[config.mk]
export PLATFORM = sky130hd
export DESIGN_NAME = rv_alu
export DESIGN_NICKNAME = d
export VERILOG_FILES = /design/src/rtl/rv_alu_pkg.sv /design/src/rtl/alu_bitwise.sv /design/src/rtl/alu_addsub.sv /design/src/rtl/alu_shifter.sv /design/src/rtl/rv_alu.sv
export SDC_FILE = /design/constraint.sdc
export NUM_CORES = 1
export LEC_CHECK = 0
export ABC_AREA = 1
export CAP_MARGIN = 10
export CORE_MARGIN = 4
export CORE_UTILIZATION = 30
export DETAILED_ROUTE_END_ITERATION = 10
export PLACE_DENSITY_LB_ADDON = 0.08
export SYNTH_ARGS = -nofsm -noshare
export SYNTH_HDL_FRONTEND = slang
export SYNTH_SLANG_ARGS = --single-unit
export TNS_END_PERCENT = 10
[constraint.sdc]
create_clock -name vclk -period 4.8
set_input_delay 1.2 -clock vclk [all_inputs]
set_output_delay 1.2 -clock vclk [all_outputs]
set_load 0.005 [all_outputs]
[src/rtl/rv_alu_pkg.sv]
package rv_alu_pkg;

   localparam int OPC_W = 4;

   typedef enum logic [OPC_W-1:0] {
      OPC_AND = 4'b0000,
      OPC_OR  = 4'b0001,
      OPC_ADD = 4'b0010,
      OPC_XOR = 4'b0011,
      OPC_SLL = 4'b0100,
      OPC_SRL = 4'b0101,
      OPC_SUB = 4'b0110,
      OPC_SLT = 4'b0111,
      OPC_SRA = 4'b1000
   } alu_opc_e;

   typedef enum logic [1:0] {
      BIT_AND = 2'd0,
      BIT_OR  = 2'd1,
      BIT_XOR = 2'd2
   } bit_fn_e;

   typedef enum logic [2:0] {
      SRC_ARITH = 3'd0,
      SRC_LESS  = 3'd1,
      SRC_SHIFT = 3'd2,
      SRC_BITS  = 3'd3,
      SRC_NONE  = 3'd4
   } res_src_e;

   typedef enum logic [1:0] {
      SH_LEFT  = 2'd0,
      SH_RLOG  = 2'd1,
      SH_RARI  = 2'd2
   } sh_kind_e;

endpackage

[src/rtl/alu_bitwise.sv]
module alu_bitwise
   import rv_alu_pkg::*;
#(
   parameter int W = 32
) (
   input  logic [W-1:0] x,
   input  logic [W-1:0] y,
   input  bit_fn_e      fn,
   output logic [W-1:0] z
);
   always_comb begin
      unique case (fn)
         BIT_AND: z = x & y;
         BIT_OR:  z = x | y;
         BIT_XOR: z = x ^ y;
         default: z = '0;
      endcase
   end
endmodule

[src/rtl/alu_addsub.sv]
module alu_addsub #(
   parameter int W = 32
) (
   input  logic [W-1:0] x,
   input  logic [W-1:0] y,
   input  logic         do_sub,
   output logic [W-1:0] sum,
   output logic         neg,
   output logic         ovf
);
   logic [W-1:0] y_eff;
   logic [W-1:0] carry_in;

   always_comb begin
      y_eff    = y ^ {W{do_sub}};
      carry_in = {{(W-1){1'b0}}, do_sub};
      sum      = x + y_eff + carry_in;
      neg      = sum[W-1];
      ovf      = (x[W-1] == y_eff[W-1]) && (sum[W-1] != x[W-1]);
   end
endmodule

[src/rtl/alu_shifter.sv]
module alu_shifter #(
   parameter int W      = 32,
   parameter int AMT_W  = 5,
   parameter bit LEFT   = 1'b0,
   parameter bit ARITH  = 1'b0,
   parameter bit STAGED = 1'b1
) (
   input  logic [W-1:0]     din,
   input  logic [AMT_W-1:0] amt,
   output logic [W-1:0]     dout
);
   generate
      if (LEFT && ARITH) begin : g_bad_cfg
         $error("alu_shifter: arithmetic fill applies to right shifts only");
      end

      if (STAGED) begin : g_staged
         logic [W-1:0] stg [0:AMT_W];
         logic         fill;
         assign fill   = ARITH ? din[W-1] : 1'b0;
         assign stg[0] = din;
         for (genvar k = 0; k < AMT_W; k++) begin : g_stage
            localparam int STEP = 1 << k;
            logic [W-1:0] moved;
            if (LEFT) begin : g_l
               assign moved = {stg[k][W-1-STEP:0], {STEP{1'b0}}};
            end else begin : g_r
               assign moved = {{STEP{fill}}, stg[k][W-1:STEP]};
            end
            assign stg[k+1] = amt[k] ? moved : stg[k];
         end
         assign dout = stg[AMT_W];
      end else begin : g_operator
         if (LEFT) begin : g_l
            assign dout = din << amt;
         end else if (ARITH) begin : g_ra
            assign dout = W'($signed(din) >>> amt);
         end else begin : g_rl
            assign dout = din >> amt;
         end
      end
   endgenerate
endmodule

[src/rtl/rv_alu.sv]
module rv_alu
   import rv_alu_pkg::*;
#(
   parameter int W            = 32,
   parameter bit STAGED_SHIFT = 1'b1
) (
   input  logic [W-1:0]     op_a,
   input  logic [W-1:0]     op_b,
   input  logic [OPC_W-1:0] alu_op,
   output logic [W-1:0]     alu_result,
   output logic             result_zero
);
   localparam int AMT_W = $clog2(W);

   generate
      if (W < 8 || (W & (W - 1)) != 0) begin : g_bad_width
         $error("rv_alu: W must be a power of two of at least 8");
      end
   endgenerate

   alu_opc_e     opc;
   res_src_e     src;
   bit_fn_e      bfn;
   sh_kind_e     skind;
   logic         sub_en;

   logic [W-1:0] bits_out;
   logic [W-1:0] arith_out;
   logic         arith_neg;
   logic         arith_ovf;
   logic [W-1:0] less_out;
   logic [W-1:0] sh_left;
   logic [W-1:0] sh_rlog;
   logic [W-1:0] sh_rari;
   logic [W-1:0] sh_out;

   // Operation decode into the internal unit controls.
   always_comb begin
      opc    = alu_opc_e'(alu_op);
      src    = SRC_NONE;
      bfn    = BIT_AND;
      skind  = SH_LEFT;
      sub_en = 1'b0;
      case (opc)
         OPC_AND: begin src = SRC_BITS;  bfn = BIT_AND; end
         OPC_OR:  begin src = SRC_BITS;  bfn = BIT_OR;  end
         OPC_XOR: begin src = SRC_BITS;  bfn = BIT_XOR; end
         OPC_ADD: begin src = SRC_ARITH; end
         OPC_SUB: begin src = SRC_ARITH; sub_en = 1'b1; end
         OPC_SLT: begin src = SRC_LESS;  sub_en = 1'b1; end
         OPC_SLL: begin src = SRC_SHIFT; skind = SH_LEFT; end
         OPC_SRL: begin src = SRC_SHIFT; skind = SH_RLOG; end
         OPC_SRA: begin src = SRC_SHIFT; skind = SH_RARI; end
         default: src = SRC_NONE;
      endcase
   end

   alu_bitwise #(.W(W)) u_bits (
      .x  (op_a),
      .y  (op_b),
      .fn (bfn),
      .z  (bits_out)
   );

   alu_addsub #(.W(W)) u_arith (
      .x      (op_a),
      .y      (op_b),
      .do_sub (sub_en),
      .sum    (arith_out),
      .neg    (arith_neg),
      .ovf    (arith_ovf)
   );

   // Signed less-than from sign and overflow of A - B, zero-extended.
   assign less_out = {{(W-1){1'b0}}, arith_neg ^ arith_ovf};

   alu_shifter #(.W(W), .AMT_W(AMT_W), .LEFT(1'b1), .ARITH(1'b0),
                 .STAGED(STAGED_SHIFT)) u_sll (
      .din (op_b), .amt (op_a[AMT_W-1:0]), .dout (sh_left)
   );

   alu_shifter #(.W(W), .AMT_W(AMT_W), .LEFT(1'b0), .ARITH(1'b0),
                 .STAGED(STAGED_SHIFT)) u_srl (
      .din (op_b), .amt (op_a[AMT_W-1:0]), .dout (sh_rlog)
   );

   alu_shifter #(.W(W), .AMT_W(AMT_W), .LEFT(1'b0), .ARITH(1'b1),
                 .STAGED(STAGED_SHIFT)) u_sra (
      .din (op_b), .amt (op_a[AMT_W-1:0]), .dout (sh_rari)
   );

   always_comb begin
      case (skind)
         SH_LEFT: sh_out = sh_left;
         SH_RLOG: sh_out = sh_rlog;
         SH_RARI: sh_out = sh_rari;
         default: sh_out = '0;
      endcase
   end

   always_comb begin
      case (src)
         SRC_ARITH: alu_result = arith_out;
         SRC_LESS:  alu_result = less_out;
         SRC_SHIFT: alu_result = sh_out;
         SRC_BITS:  alu_result = bits_out;
         default:   alu_result = '0;
      endcase
   end

   assign result_zero = ~|alu_result;

endmodule

After elaboration in Yosys (flattened, before gate mapping)
Cells that the tools add are included.
{"block": "classes", "reduce_logical": 11, "n_eq_ne": 17, "add_sub_neg": 2, "bitwise": 5, "muxes": 22}
{"op": "$mux 32", "count": 10}
{"op": "$pmux 32 s3", "count": 2}
{"op": "$mux 31", "count": 5}
{"op": "$pmux 32 s4", "count": 1}
{"op": "$xor 32x32->32", "count": 2}
{"op": "$add 32x1->32", "count": 1}
{"op": "$add 32x32->32", "count": 1}
{"op": "$and 32x32->32", "count": 1}
{"op": "$or 32x32->32", "count": 1}
{"op": "$reduce_or 32->1", "count": 1}
{"op": "$eq 4x3->1 const B", "count": 4}
{"op": "$pmux 3 s4", "count": 1}
{"op": "$eq 4x2->1 const B", "count": 2}
{"op": "$pmux 2 s2", "count": 2}
{"op": "$eq 3x2->1 const B", "count": 2}
{"op": "$reduce_or 3->1", "count": 2}
{"op": "$eq 2x1->1 const B", "count": 2}
{"op": "$eq 2x2->1 const B", "count": 2}
{"op": "$eq 4x1->1 const B", "count": 1}
{"op": "$eq 4x4->1 const B", "count": 1}
{"op": "$logic_not 2->1", "count": 2}
{"op": "$logic_not 4->1", "count": 1}
{"op": "$reduce_or 2->1", "count": 2}
{"op": "$eq 3x1->1 const B", "count": 1}
{"op": "other kinds (7)", "count": 7}
{"block": "totals", "regBits": 0, "input_bits": 68, "elab_cells": 57, "output_inout_bits": 33}

Logic depth before layout (Yosys ltp)
Gate-level depths: netlist (run 1).
{"block": "depth", "ltp_word": 12, "depth_mapped": 23, "ltp_nobuf": 22}

Modules after synthesis
From an unflattened synthesis (run 1), not the netlist that was laid out.
{"block": "hier_totals", "hier_cells": 2262, "area_unflattened_um2": 11634.9}
{"mod": "alu_addsub", "cells_per_inst": 460, "seq_area_each_um2": 0.0, "area_each_um2": 2542.4, "n_inst": 1}
{"mod": "alu_bitwise", "cells_per_inst": 276, "seq_area_each_um2": 0.0, "area_each_um2": 2030.7, "n_inst": 1}
{"mod": "alu_shifter at u_sra", "cells_per_inst": 386, "seq_area_each_um2": 0.0, "area_each_um2": 1975.6, "n_inst": 1}
{"mod": "rv_alu", "cells_per_inst": 425, "seq_area_each_um2": 0.0, "area_each_um2": 1881.8, "n_inst": 1}
{"mod": "alu_shifter at u_srl", "cells_per_inst": 361, "seq_area_each_um2": 0.0, "area_each_um2": 1609.0, "n_inst": 1}
{"mod": "alu_shifter at u_sll", "cells_per_inst": 354, "seq_area_each_um2": 0.0, "area_each_um2": 1595.3, "n_inst": 1}

Worst setup path before layout (run 1)
No wires, ideal clock.
{"block": "synth_timing", "path_type": "in2out", "start": "input port alu_op[3]", "end": "output port result_zero", "required_ns": 3.600, "path_slack_ns": -0.176, "arrival_time_ns": 3.776, "path_buffers": 1, "stages": 19, "cell_sequence": "inv_2 nand3_1 buf_1 xor2_1 fa_1 nand3_1 nand2_1 nand2_1 nand2_1 nand3_1 nand2_1 or2_2 nand3_1 nand3_1 nor2_1 nand2_1 nor2_1 nand2_1 nor2_1"}
{"block": "synth_between", "word_cells_on_any_way": 39, "cone_classes": "add/sub (2); eq/ne (17); mux (7); bitwise (2); reduce/logical (11)"}
{"item": "from (decl)", "line_no": "rv_alu.sv:9", "text": "input logic [OPC_W-1:0] alu_op,"}
{"item": "$eq 4x3->1", "line_no": "rv_alu.sv:44", "text": "case (opc)"}
{"item": "$reduce_or 2->1 (no source line)"}
{"item": "$mux 1", "line_no": "rv_alu.sv:44"}
{"item": "$xor 32x32->32", "line_no": "alu_addsub.sv:15", "text": "y_eff = y ^ {W{do_sub}};"}
{"item": "$add 32x32->32", "line_no": "alu_addsub.sv:17", "text": "sum = x + y_eff + carry_in;"}
{"item": "$add 32x1->32", "line_no": "alu_addsub.sv:17"}
{"item": "$pmux 32 s4 *", "line_no": "rv_alu.sv:102", "text": "case (src)"}
{"item": "named net alu_result[14]", "line_no": "rv_alu.sv:10", "text": "output logic [W-1:0] alu_result,"}
{"item": "$reduce_or 32->1 *", "line_no": "rv_alu.sv:111", "text": "assign result_zero = ~|alu_result;"}
{"item": "$logic_not 1->1 *", "line_no": "rv_alu.sv:111"}
{"item": "to (decl)", "line_no": "rv_alu.sv:11", "text": "output logic result_zero"}
The timed path passes the listed nets; every way through them passes the cells marked *.

Worst setup path in the final report (run 1)
{"block": "layout_timing", "start": "input port op_a[4]", "end": "output port alu_result[27]"}
{"block": "layout_between", "elab_chain_len": 3, "word_cells_on_any_way": 7, "cone_classes": "add/sub (2); mux (5)"}
{"item": "from (decl)", "line_no": "rv_alu.sv:7", "text": "input logic [W-1:0] op_a,"}
{"item": "$add 32x32->32, or another cell as far along", "line_no": "alu_addsub.sv:17"}
{"item": "$add 32x1->32 / $pmux 32 s3 (equally long branches)", "line_no": "alu_addsub.sv:17, rv_alu.sv:93"}
{"item": "$pmux 32 s4 *", "line_no": "rv_alu.sv:102"}
{"item": "to (decl)", "line_no": "rv_alu.sv:10"}
Mark *: on every way between the ends. The rest lies on a longest branch, timed or not.

==> metrics, run 1 <==
Peak Freq 190.5 MHz; fraction of layout cells with a size suffix above 1 0.3455; number of vias per cell 5.246; multi-input logic area 8581 um^2; worst hold endpoint alu_result[1]; number of max-cap violations 0; WHS Path Cells 6; setup ws final -449.8 ps; worst slew pin tran about 630 ps; Power Dens Cells between 100 and 150 nW/um^2; syn_area_per_cell just over 5 um^2; die area 30380 um^2; pin count of the biggest net entering global routing 34; Final Max Slew Viols 0; port bufs between 100 and 150; Worst EP required 3600 ps; Final Cell Area approximately 14000 um^2; Routed WL per cell roughly 20 um; GRT Util Overall 0.2959; net count after synthesis 1799; Congestion Overflow GR 0; Synth Cell Area approximately 8300 um^2; Die Height 174.3 um; crit path capture type primary output; first-pass GRT wire length approximately 71 mm; CP max stage cell clkdlybuf4s50_1; residual DRC count 0; Ports slightly above 100; nets 2244; Fill cells 2880; Setup crit start op_a[4]; TNS Setup -4926 ps; RSZ-0062 raised after global routing yes; Initial Utilization 0.3061; TritonRoute pass-1 iters 6; CP Cell Sequence clkdlybuf4s50_1 > buf_4 > inv_2 > buf_4 > nor2_4 > buf_4 > nand3_1 > nand2_1 > nor2_1 > nand2_1 > nand2_1 > nand3_2 > buf_4 > clkdlybuf4s50_1; Layout clock buffers 0; status complete, but fails checks; period utilization 1.094; Antenna diodes 0; storage element area 0 um^2; Std-Cell Rows 60; critical path launch point type input port; Yosys warning total 0; FFs & Latches 0; Post-DRT Antenna Nets 0; vias in the first global route 12.23k; final WL 48.30 mm; DP Area 12450 um^2; setup violators final 27; GPL Wtd Cong 0.9994; normalized max-slew margin 0.5759; CTS hold repair buffers 0; Unique masters post-synth 44; CP delay by family, top buffers and inverters; Tot Pwr between 1.5 and 2 mW; critical path class input port to primary output; most frequent CP cell buf_4; sequential area share after synthesis 0; drt initial violations 1352; Peak VDD IR 0.00006570 V; Horiz. Die Dim 174.3 um; detailed-route via count approximately 13k; fin crit period approximately 5200 ps; CP peak stage delay about 630 ps; Core Region 27100 um^2; Mapped Cells about 1.6k; CP Max Fanout 21; failing checks negative setup slack; Worst Hold Launch op_a[1]; Hold Vio Cnt, Final 0; post-detail-place hpwl between 30 and 40 mm; static leakage 7.424 nW; Worst Hold Class input port to primary output; crit path buf inv count 7; initial antenna violation count 0; Arr. time, crit path approximately 4000 ps; P&R area growth vs syn 70.80%
[cell usage in the layout, fill, tap and decap left out, types with 4 or more instances in the layout]
cell type and count:
nand2_2 49, nor2_2 16, clkdlybuf4s50_1 53, nor2_4 22
nand3_4 4, nand2_4 18, nand4_1 5, xor2_1 20
dlymetal6s2s_1 12, nand3_1 321, nand3b_1 7, o21ai_1 21
ha_4 12, inv_2 40, buf_4 387, buf_12 19
ha_2 7, and2_1 11, xor2_2 9, buf_2 4
a22oi_1 6, a21oi_4 8, o21ai_2 10, o21ai_0 41
a21oi_1 44, buf_6 19, nand3_2 37, a21oi_2 23
inv_1 116, o211ai_1 31, nor2_1 72, dlygate4sd2_1 19
nand2_1 488, ha_1 79
[layer usage]
layer,GRT usage,up-vias,wire (um)
met5,0,-,0
met4,0.07852,0,1725
met3,0.02131,72,3109
met2,0.4871,496,22000
met1,0.4174,5973,21470
li1,-,6297,-
[final cells by class]
| type | instances | area share |
|---|---|---|
| timing repair buffer | 519 | 0.3187 |
| tap | 372 | 0.03285 |
| inverter | 159 | 0.04283 |
| multi-input combinational | 1397 | 0.6056 |
[tightest hold or removal path, stage by stage]
cell	delay, ps
buf_2	200
fa_2	230
a22oi_1	80
nand2_2	120
buf_4	110
buf_4	100
[how the worst max path moves through the flow]
stage                           endpoint  slack (ps)  cells after the start
final                     alu_result[27]        -450                     14
after global routing         result_zero        -510                     22
after CTS                    result_zero        -430                     24
after detailed placement     result_zero       -1680                     23
after global placement       result_zero       -1760                     21
after floorplan              result_zero          30                     19
[Yosys cell counts (2+ instances only)]
cell,number,area share
and2_1,11,0.0083
buf_6,7,0.0095
clkbuf_1,28,0.013
nand3b_1,7,0.0063
o21ai_1,8,0.0048
a22oi_1,6,0.0054
nor2_1,108,0.049
inv_1,142,0.064
nor2_8,2,0.0048
nand4_1,5,0.0038
a21oi_1,75,0.045
a21boi_1,2,0.0018
buf_2,25,0.015
nor3_1,6,0.0036
a31oi_1,2,0.0015
buf_4,5,0.0045
xor2_1,32,0.034
or2_2,2,0.0015
inv_2,14,0.0063
o21bai_1,5,0.0045
inv_4,2,0.0015
nand2_1,545,0.25
ha_1,98,0.15
o211ai_1,31,0.028
buf_1,11,0.0050
o21ai_0,66,0.040
nand2_2,10,0.0075
nand3_1,361,0.22
[through the flow]
stage               worst slack (ps)  hold slack (ps)  utilization  instances
global placement               -1763             3599       0.4596       2409
CTS                           -429.4             3418       0.4890       2431
floorplan                      31.59             2643            -       1632
detailed placement             -1681             3582       0.4596       2409
global route                  -506.7             3324       0.5228       2447
finish                        -449.8             3250       0.5228       2447
[cells by family (layout without fill, tap and decap cells)]
group                    after synthesis  count (layout)  share of synthesized area
buffers and inverters                235             678                     0.1193
XOR/XNOR                              33              33                    0.03484
AO/OA/AOI/OAI                        199             199                     0.1357
multiplexers                           1               1                   0.001207
adder cells (fa/ha/maj)               99              99                     0.1502
AND/OR/NAND/NOR                     1065            1065                     0.5587
[what timing repair did]
item	in CTS	in global routing
resized for setup	225	195
cloned	3	2
pin swaps	81	114
setup endpoints to repair	33	33
setup buffers	19	16
[where the power goes]
group	internal [mW]	total [mW]	switching, mW
Combinational	0.804	1.81	1.01
Sequential	0	0	0
Clock	0	0	0
Total	0.804	1.81	1.01
Power figures use the tool's default switching activity.
==> run 2, diff against run 1 <==
--- a/config.mk
+++ b/config.mk
@@ -7,10 +7,11 @@
 export LEC_CHECK = 0
 export ABC_AREA = 1
 export CAP_MARGIN = 10
-export CORE_MARGIN = 4
+export CORE_MARGIN = 2
 export CORE_UTILIZATION = 30
 export DETAILED_ROUTE_END_ITERATION = 10
-export PLACE_DENSITY_LB_ADDON = 0.08
+export PLACE_DENSITY = 0.53
+export SETUP_SLACK_MARGIN = 0.5
 export SYNTH_ARGS = -nofsm -noshare
 export SYNTH_HDL_FRONTEND = slang
 export SYNTH_SLANG_ARGS = --single-unit
==> run 2 against run 1 <==
- highest routed layer unchanged
- largest cell class unchanged
- maximum frequency is 1.7% lower
- the run still ends with negative setup slack left
- wire length is 6.8% lower
- critical path depth is 8 higher
- power is 5.8% lower
- worst setup slack worse by 90 ps
- critical path type unchanged
- largest power group unchanged
==> metrics, run 2 (synthesis results as in run 1) <==
vias in the first global route 11.93k (was 12.23k); RSZ-0062 raised after global routing yes (unchanged); met3 routed wirelength 3.327 mm (was 3.109 mm); CTS hold repair buffers 0 (unchanged); TritonRoute pass-1 iters 6 (unchanged); P_sw 0.9415 mW (was 1.006 mW); DP Area 12690 um^2 (was 12450 um^2); detailed-route via count 12.78k (was 12.84k); Fill cells 2849 (was 2880); Core Region 27030 um^2 (was 27100 um^2); Worst EP required 3600 ps (about the same); Tot Pwr 1.705 mW (was 1.810 mW); Clock power frac 0 (about the same); storage element area 0 um^2 (unchanged); Worst Hold Class input port to primary output (unchanged); Routed WL per cell 18.54 um (was 19.74 um); Place WS -1374 ps (was -1681 ps); CP Max Fanout 6 (was 21); Std-Cell Rows 60 (unchanged); Post-Route Utilization 0.5042 (was 0.5228); multi-input logic area 8018 um^2 (was 8581 um^2); Power Dens Cells 125.1 nW/um^2 (was 127.7 nW/um^2); worst slew pin tran 584.6 ps (was 633.9 ps); residual DRC count 0 (unchanged); FFs & Latches 0 (unchanged); Layout clock buffers 0 (unchanged); setup violators final 30 (was 27); number of vias per cell 5.262 (was 5.246); nets 2256 (was 2244); Ports 101 (unchanged); Final Cell Area 13630 um^2 (was 14170 um^2); status complete, but fails checks (unchanged); met2 WL post-DR 19.32 mm (was 22.00 mm); setup ws final -539.9 ps (was -449.8 ps); Hold Vio Cnt, Final 0 (unchanged); Sw Share 0.5521 (was 0.5559); internal power 0.7637 mW (was 0.8037 mW); period utilization 1.112 (was 1.094); die area 29000 um^2 (was 30380 um^2); Post-DRT Antenna Nets 0 (unchanged); Seq pwr share 0 (about the same); failing checks negative setup slack (unchanged); Antenna diodes 0 (unchanged); Horiz. Die Dim 170.3 um (was 174.3 um); initial antenna violation count 0 (unchanged); GRT Util Overall 0.3015 (was 0.2959); final WL 45.01 mm (was 48.30 mm); Final Max Slew Viols 0 (unchanged); Peak VDD IR 0.00005921 V (was 0.00006570 V); Comb power frac 1.000 (about the same); Congestion Overflow GR 0 (unchanged); static leakage 7.272 nW (was 7.424 nW); critical path class input port to primary output (unchanged); fin crit period 5340 ps (was 5250 ps); Peak Freq 187.3 MHz (was 190.5 MHz); first-pass GRT wire length 67.41 mm (was 71.08 mm); post-detail-place hpwl 37.54 mm (was 39.67 mm); commonest non-fill, non-tap cell in the layout nand2_1 (unchanged); GPL Wtd Cong 1.010 (was 0.9994); critical path launch point type input port (unchanged); drt initial violations 1366 (was 1352); normalized max-slew margin 0.6062 (was 0.5759); met1 WL 20.39 mm (was 21.47 mm); number of max-cap violations 0 (unchanged); Arr. time, crit path 4140 ps (was 4050 ps); Top Metal Used met4 (unchanged); P&R area growth vs syn 64.25% (was 70.80%); Die Height 170.3 um (was 174.3 um); crit path capture type primary output (unchanged); port bufs 101 (unchanged); worst hold slack 3238 ps (was 3250 ps); fraction of layout cells with a size suffix above 1 0.3129 (was 0.3455); pin count of the biggest net entering global routing 30 (was 34); Initial Utilization 0.3069 (was 0.3061); most frequent cells in the layout nand2_1, buf_4, nand3_1, inv_1, ha_1 (unchanged)
## run 2: per-stage QoR
stage,TNS [ps],instances
6_report,-9546,2428
5_1_grt,-13790,2428
4_1_cts,-10980,2419
3_5_place_dp,-23090,2399
3_3_place_gp,-21750,2399
2_1_floorplan,0,1632
## run 2: power groups by stage
stage / sequential, mW / combinational [mW] / clock, mW
floorplan: 0 / 0.731 / 0
global placement: 0 / 1.49 / 0
detailed placement: 0 / 1.50 / 0
CTS: 0 / 1.61 / 0
global route: 0 / 1.84 / 0
finish: 0 / 1.71 / 0
## run 2: final timing paths
path                  startpoint            end  slack (ps)  cells after the start
worst max-delay path   alu_op[3]    result_zero        -540                     22
worst min-delay path     op_a[3]  alu_result[3]        3240                      7
## run 2: area by class of cell
class,count,area share
multi-input combinational,1397,0.5884
timing repair buffer,531,0.3355
tap,341,0.03131
inverter,159,0.04472
## run 2: timing repair
action	4_1_cts	5_1_grt
gates resized for setup	145	105
gates cloned	3	0
buffers inserted	17	9
endpoints found under the hold margin	0	0
setup endpoints to repair	33	33
pin swaps	64	51
## run 2: routing by layer
metal | vias up | global-route usage
met5 | - | 0
met4 | 0 | 0.1163
met3 | 70 | 0.02884
met2 | 556 | 0.4742
met1 | 5842 | 0.4228
li1 | 6307 | -
## run 2: critical path, stage by stage
cell and delay (ps):
buf_8 100, inv_6 50, nand3_4 150, buf_12 190
buf_16 140, xor2_1 160, ha_1 400, nand2_1 130
nor2_2 150, nand2_1 80, o211ai_1 190, nand2_1 210
nand3_1 120, nand2_1 60, nand3_2 90, nand3_2 100
nor2_1 100, nand2_1 60, nor2_1 100, nand2_1 90
nor2_4 130, buf_2 130
==> run 3, diff against run 2 <==
--- a/config.mk
+++ b/config.mk
@@ -8,9 +8,9 @@
 export ABC_AREA = 1
 export CAP_MARGIN = 10
 export CORE_MARGIN = 2
-export CORE_UTILIZATION = 30
+export CORE_UTILIZATION = 41
 export DETAILED_ROUTE_END_ITERATION = 10
-export PLACE_DENSITY = 0.53
+export PLACE_DENSITY = 0.67
 export SETUP_SLACK_MARGIN = 0.5
 export SYNTH_ARGS = -nofsm -noshare
 export SYNTH_HDL_FRONTEND = slang
==> run 3 against run 2 <==
- the run still ends with negative setup slack left
- utilization grew 16 points
- power is 1.7% lower
- cell area is 2.4% lower
- worst setup slack improved by 86 ps
- critical endpoint is now alu_result[24]
- highest routed layer unchanged
==> metrics, run 3 (synthesis results as in run 1) <==
Power Dens Cells 126.1 nW/um^2 (was 125.1 nW/um^2); drt initial violations 1341 (was 1366); Peak Freq 190.3 MHz (was 187.3 MHz); crit path buf inv count 5 (unchanged); critical path launch point type input port (unchanged); fraction of layout cells with a size suffix above 1 0.3144 (was 0.3129); most frequent cells in the layout nand2_1, buf_4, nand3_1, inv_1, ha_1 (unchanged); WHS Path Cells 7 (unchanged); Setup crit start op_b[10] (was alu_op[3]); Post-DRT Antenna Nets 0 (unchanged); worst hold slack 3164 ps (was 3238 ps); CTS hold repair buffers 0 (unchanged); CP max stage cell clkdlybuf4s50_1 (was ha_1); number of vias per cell 5.590 (was 5.262); CP Max Fanout 3 (was 6); Congestion Overflow GR 0 (unchanged); DP Cell Count 2296 (was 2399); RSZ-0062 raised after global routing yes (unchanged); Antenna diodes 0 (unchanged); first-pass GRT wire length 65.71 mm (was 67.41 mm); Final Max Slew Viols 0 (unchanged); Horiz. Die Dim 146.2 um (was 170.3 um); Routed WL per cell 18.71 um (was 18.54 um); instance count on the critical path 15 (was 22); critical path class input port to primary output (unchanged); failing checks negative setup slack (unchanged); initial antenna violation count 0 (unchanged); pin count of the biggest net entering global routing 37 (was 30); Std-Cell Rows 52 (was 60); Worst Hold Launch op_a[3] (unchanged); CP delay by family, top buffers and inverters (was simple AND/OR/NAND/NOR gates); final WL 43.55 mm (was 45.01 mm); Ports 101 (unchanged); Worst Hold Class input port to primary output (unchanged); status complete, but fails checks (unchanged); GPL Wtd Cong 1.052 (was 1.010); Worst EP required 3600 ps (about the same); static leakage 7.098 nW (was 7.272 nW); vias in the first global route 12.13k (was 11.93k); commonest non-fill, non-tap cell in the layout nand2_1 (unchanged); residual DRC count 0 (unchanged); CP peak stage delay 490 ps (was 400 ps); Arr. time, crit path 4050 ps (was 4140 ps); setup ws final -454.3 ps (was -539.9 ps); detailed-route via count 13.01k (was 12.78k); setup violators final 22 (was 30); P&R area growth vs syn 60.29% (was 64.25%); worst slew pin tran 601.3 ps (was 584.6 ps); FFs & Latches 0 (unchanged); Peak VDD IR 0.00008344 V (was 0.00005921 V); Hold Vio Cnt, Final 0 (unchanged); nets 2227 (was 2256); post-detail-place hpwl 35.94 mm (was 37.54 mm); storage element area 0 um^2 (unchanged); Layout clock buffers 0 (unchanged); crit path capture type primary output (unchanged); TritonRoute pass-1 iters 6 (unchanged); GRT Util Overall 0.3861 (was 0.3015); die area 21390 um^2 (was 29000 um^2); Finished Layout Cells 2328 (was 2428); Core Region 20040 um^2 (was 27030 um^2); Die Height 146.2 um (was 170.3 um); port bufs 101 (unchanged); Initial Utilization 0.4140 (was 0.3069); CP Cell Sequence clkdlybuf4s50_1 > inv_1 > xor2_1 > ha_1 > buf_4 > nand2_2 > nor2_2 > nand2_1 > nor2_1 > nand2_1 > nand4_1 > nand3_1 > nand3_1 > buf_4 > clkdlybuf4s50_1 (was buf_8 > inv_6 > nand3_4 > buf_12 > buf_16 > xor2_1 > ha_1 > nand2_1 > nor2_2 > nand2_1 > o211ai_1 > nand2_1 > nand3_1 > nand2_1 > nand3_2 > nand3_2 > nor2_1 > nand2_1 > nor2_1 > nand2_1 > nor2_4 > buf_2); number of max-cap violations 0 (unchanged); period utilization 1.095 (was 1.112); fin crit period 5254 ps (was 5340 ps); normalized max-slew margin 0.5888 (was 0.6062)
run 3: cell count changes in the layout (fill, tap and decap cells not counted), moves of 5 or more:
| cell | before | now |
|---|---|---|
| clkdlybuf4s50_1 | 72 | 53 |
| inv_2 | 23 | 35 |
| nand2_4 | 9 | 4 |
| buf_4 | 403 | 377 |
| buf_6 | 9 | 14 |
| nor2_2 | 19 | 24 |
| nand2_2 | 53 | 59 |
| a21oi_4 | 2 | 7 |
| dlymetal6s2s_1 | 7 | 1 |
| o21ai_0 | 49 | 41 |
| dlygate4sd2_1 | 5 | 28 |
| o21ai_1 | 18 | 24 |
| inv_1 | 132 | 121 |
run 3: where the power goes:
group	switching, mW	internal [mW]
clock	0	0
combinational	0.931	0.745
sequential	0	0
total	0.931	0.745
run 3: routing by layer:
layer	wire, um	share of wire	up-vias	global-route usage
li1	-	-	6264	-
met1	18680	0.43	5984	0.5268
met2	19700	0.45	655	0.6491
met3	3409	0.078	111	0.02906
met4	1762	0.040	0	0.1199
met5	0	0	-	0
run 3: final timing paths:
check | slack, ps | end
setup / recovery | -450 | alu_result[24]
hold / removal | 3160 | alu_result[3]
run 3: area by class of cell:
class / count / area, um^2
inverter: 159 / 628.1
timing repair buffer: 502 / 4257
multi-input combinational: 1397 / 8074
fill: 1993 / 6743
tap: 270 / 337.8
run 3: repair_timing:
item	CTS	global route
setup buffers	20	10
resized for setup	215	87
gates cloned	2	0
endpoints found under the setup margin	33	33
pin swaps	67	44
run 3: through the flow:
stage / util / setup TNS, ps / power (mW) / setup WS [ps] / area, um^2
floorplan: - / 0 / 0.7307 / 341.5 / 8418
global placement: 0.6148 / -22600 / 1.436 / -1506 / 12320
detailed placement: 0.6148 / -23090 / 1.445 / -1440 / 12320
CTS: 0.6445 / -6771 / 1.556 / -372.6 / 12920
global route: 0.6635 / -10380 / 1.804 / -571.9 / 13300
finish: 0.6635 / -7282 / 1.677 / -454.3 / 13300
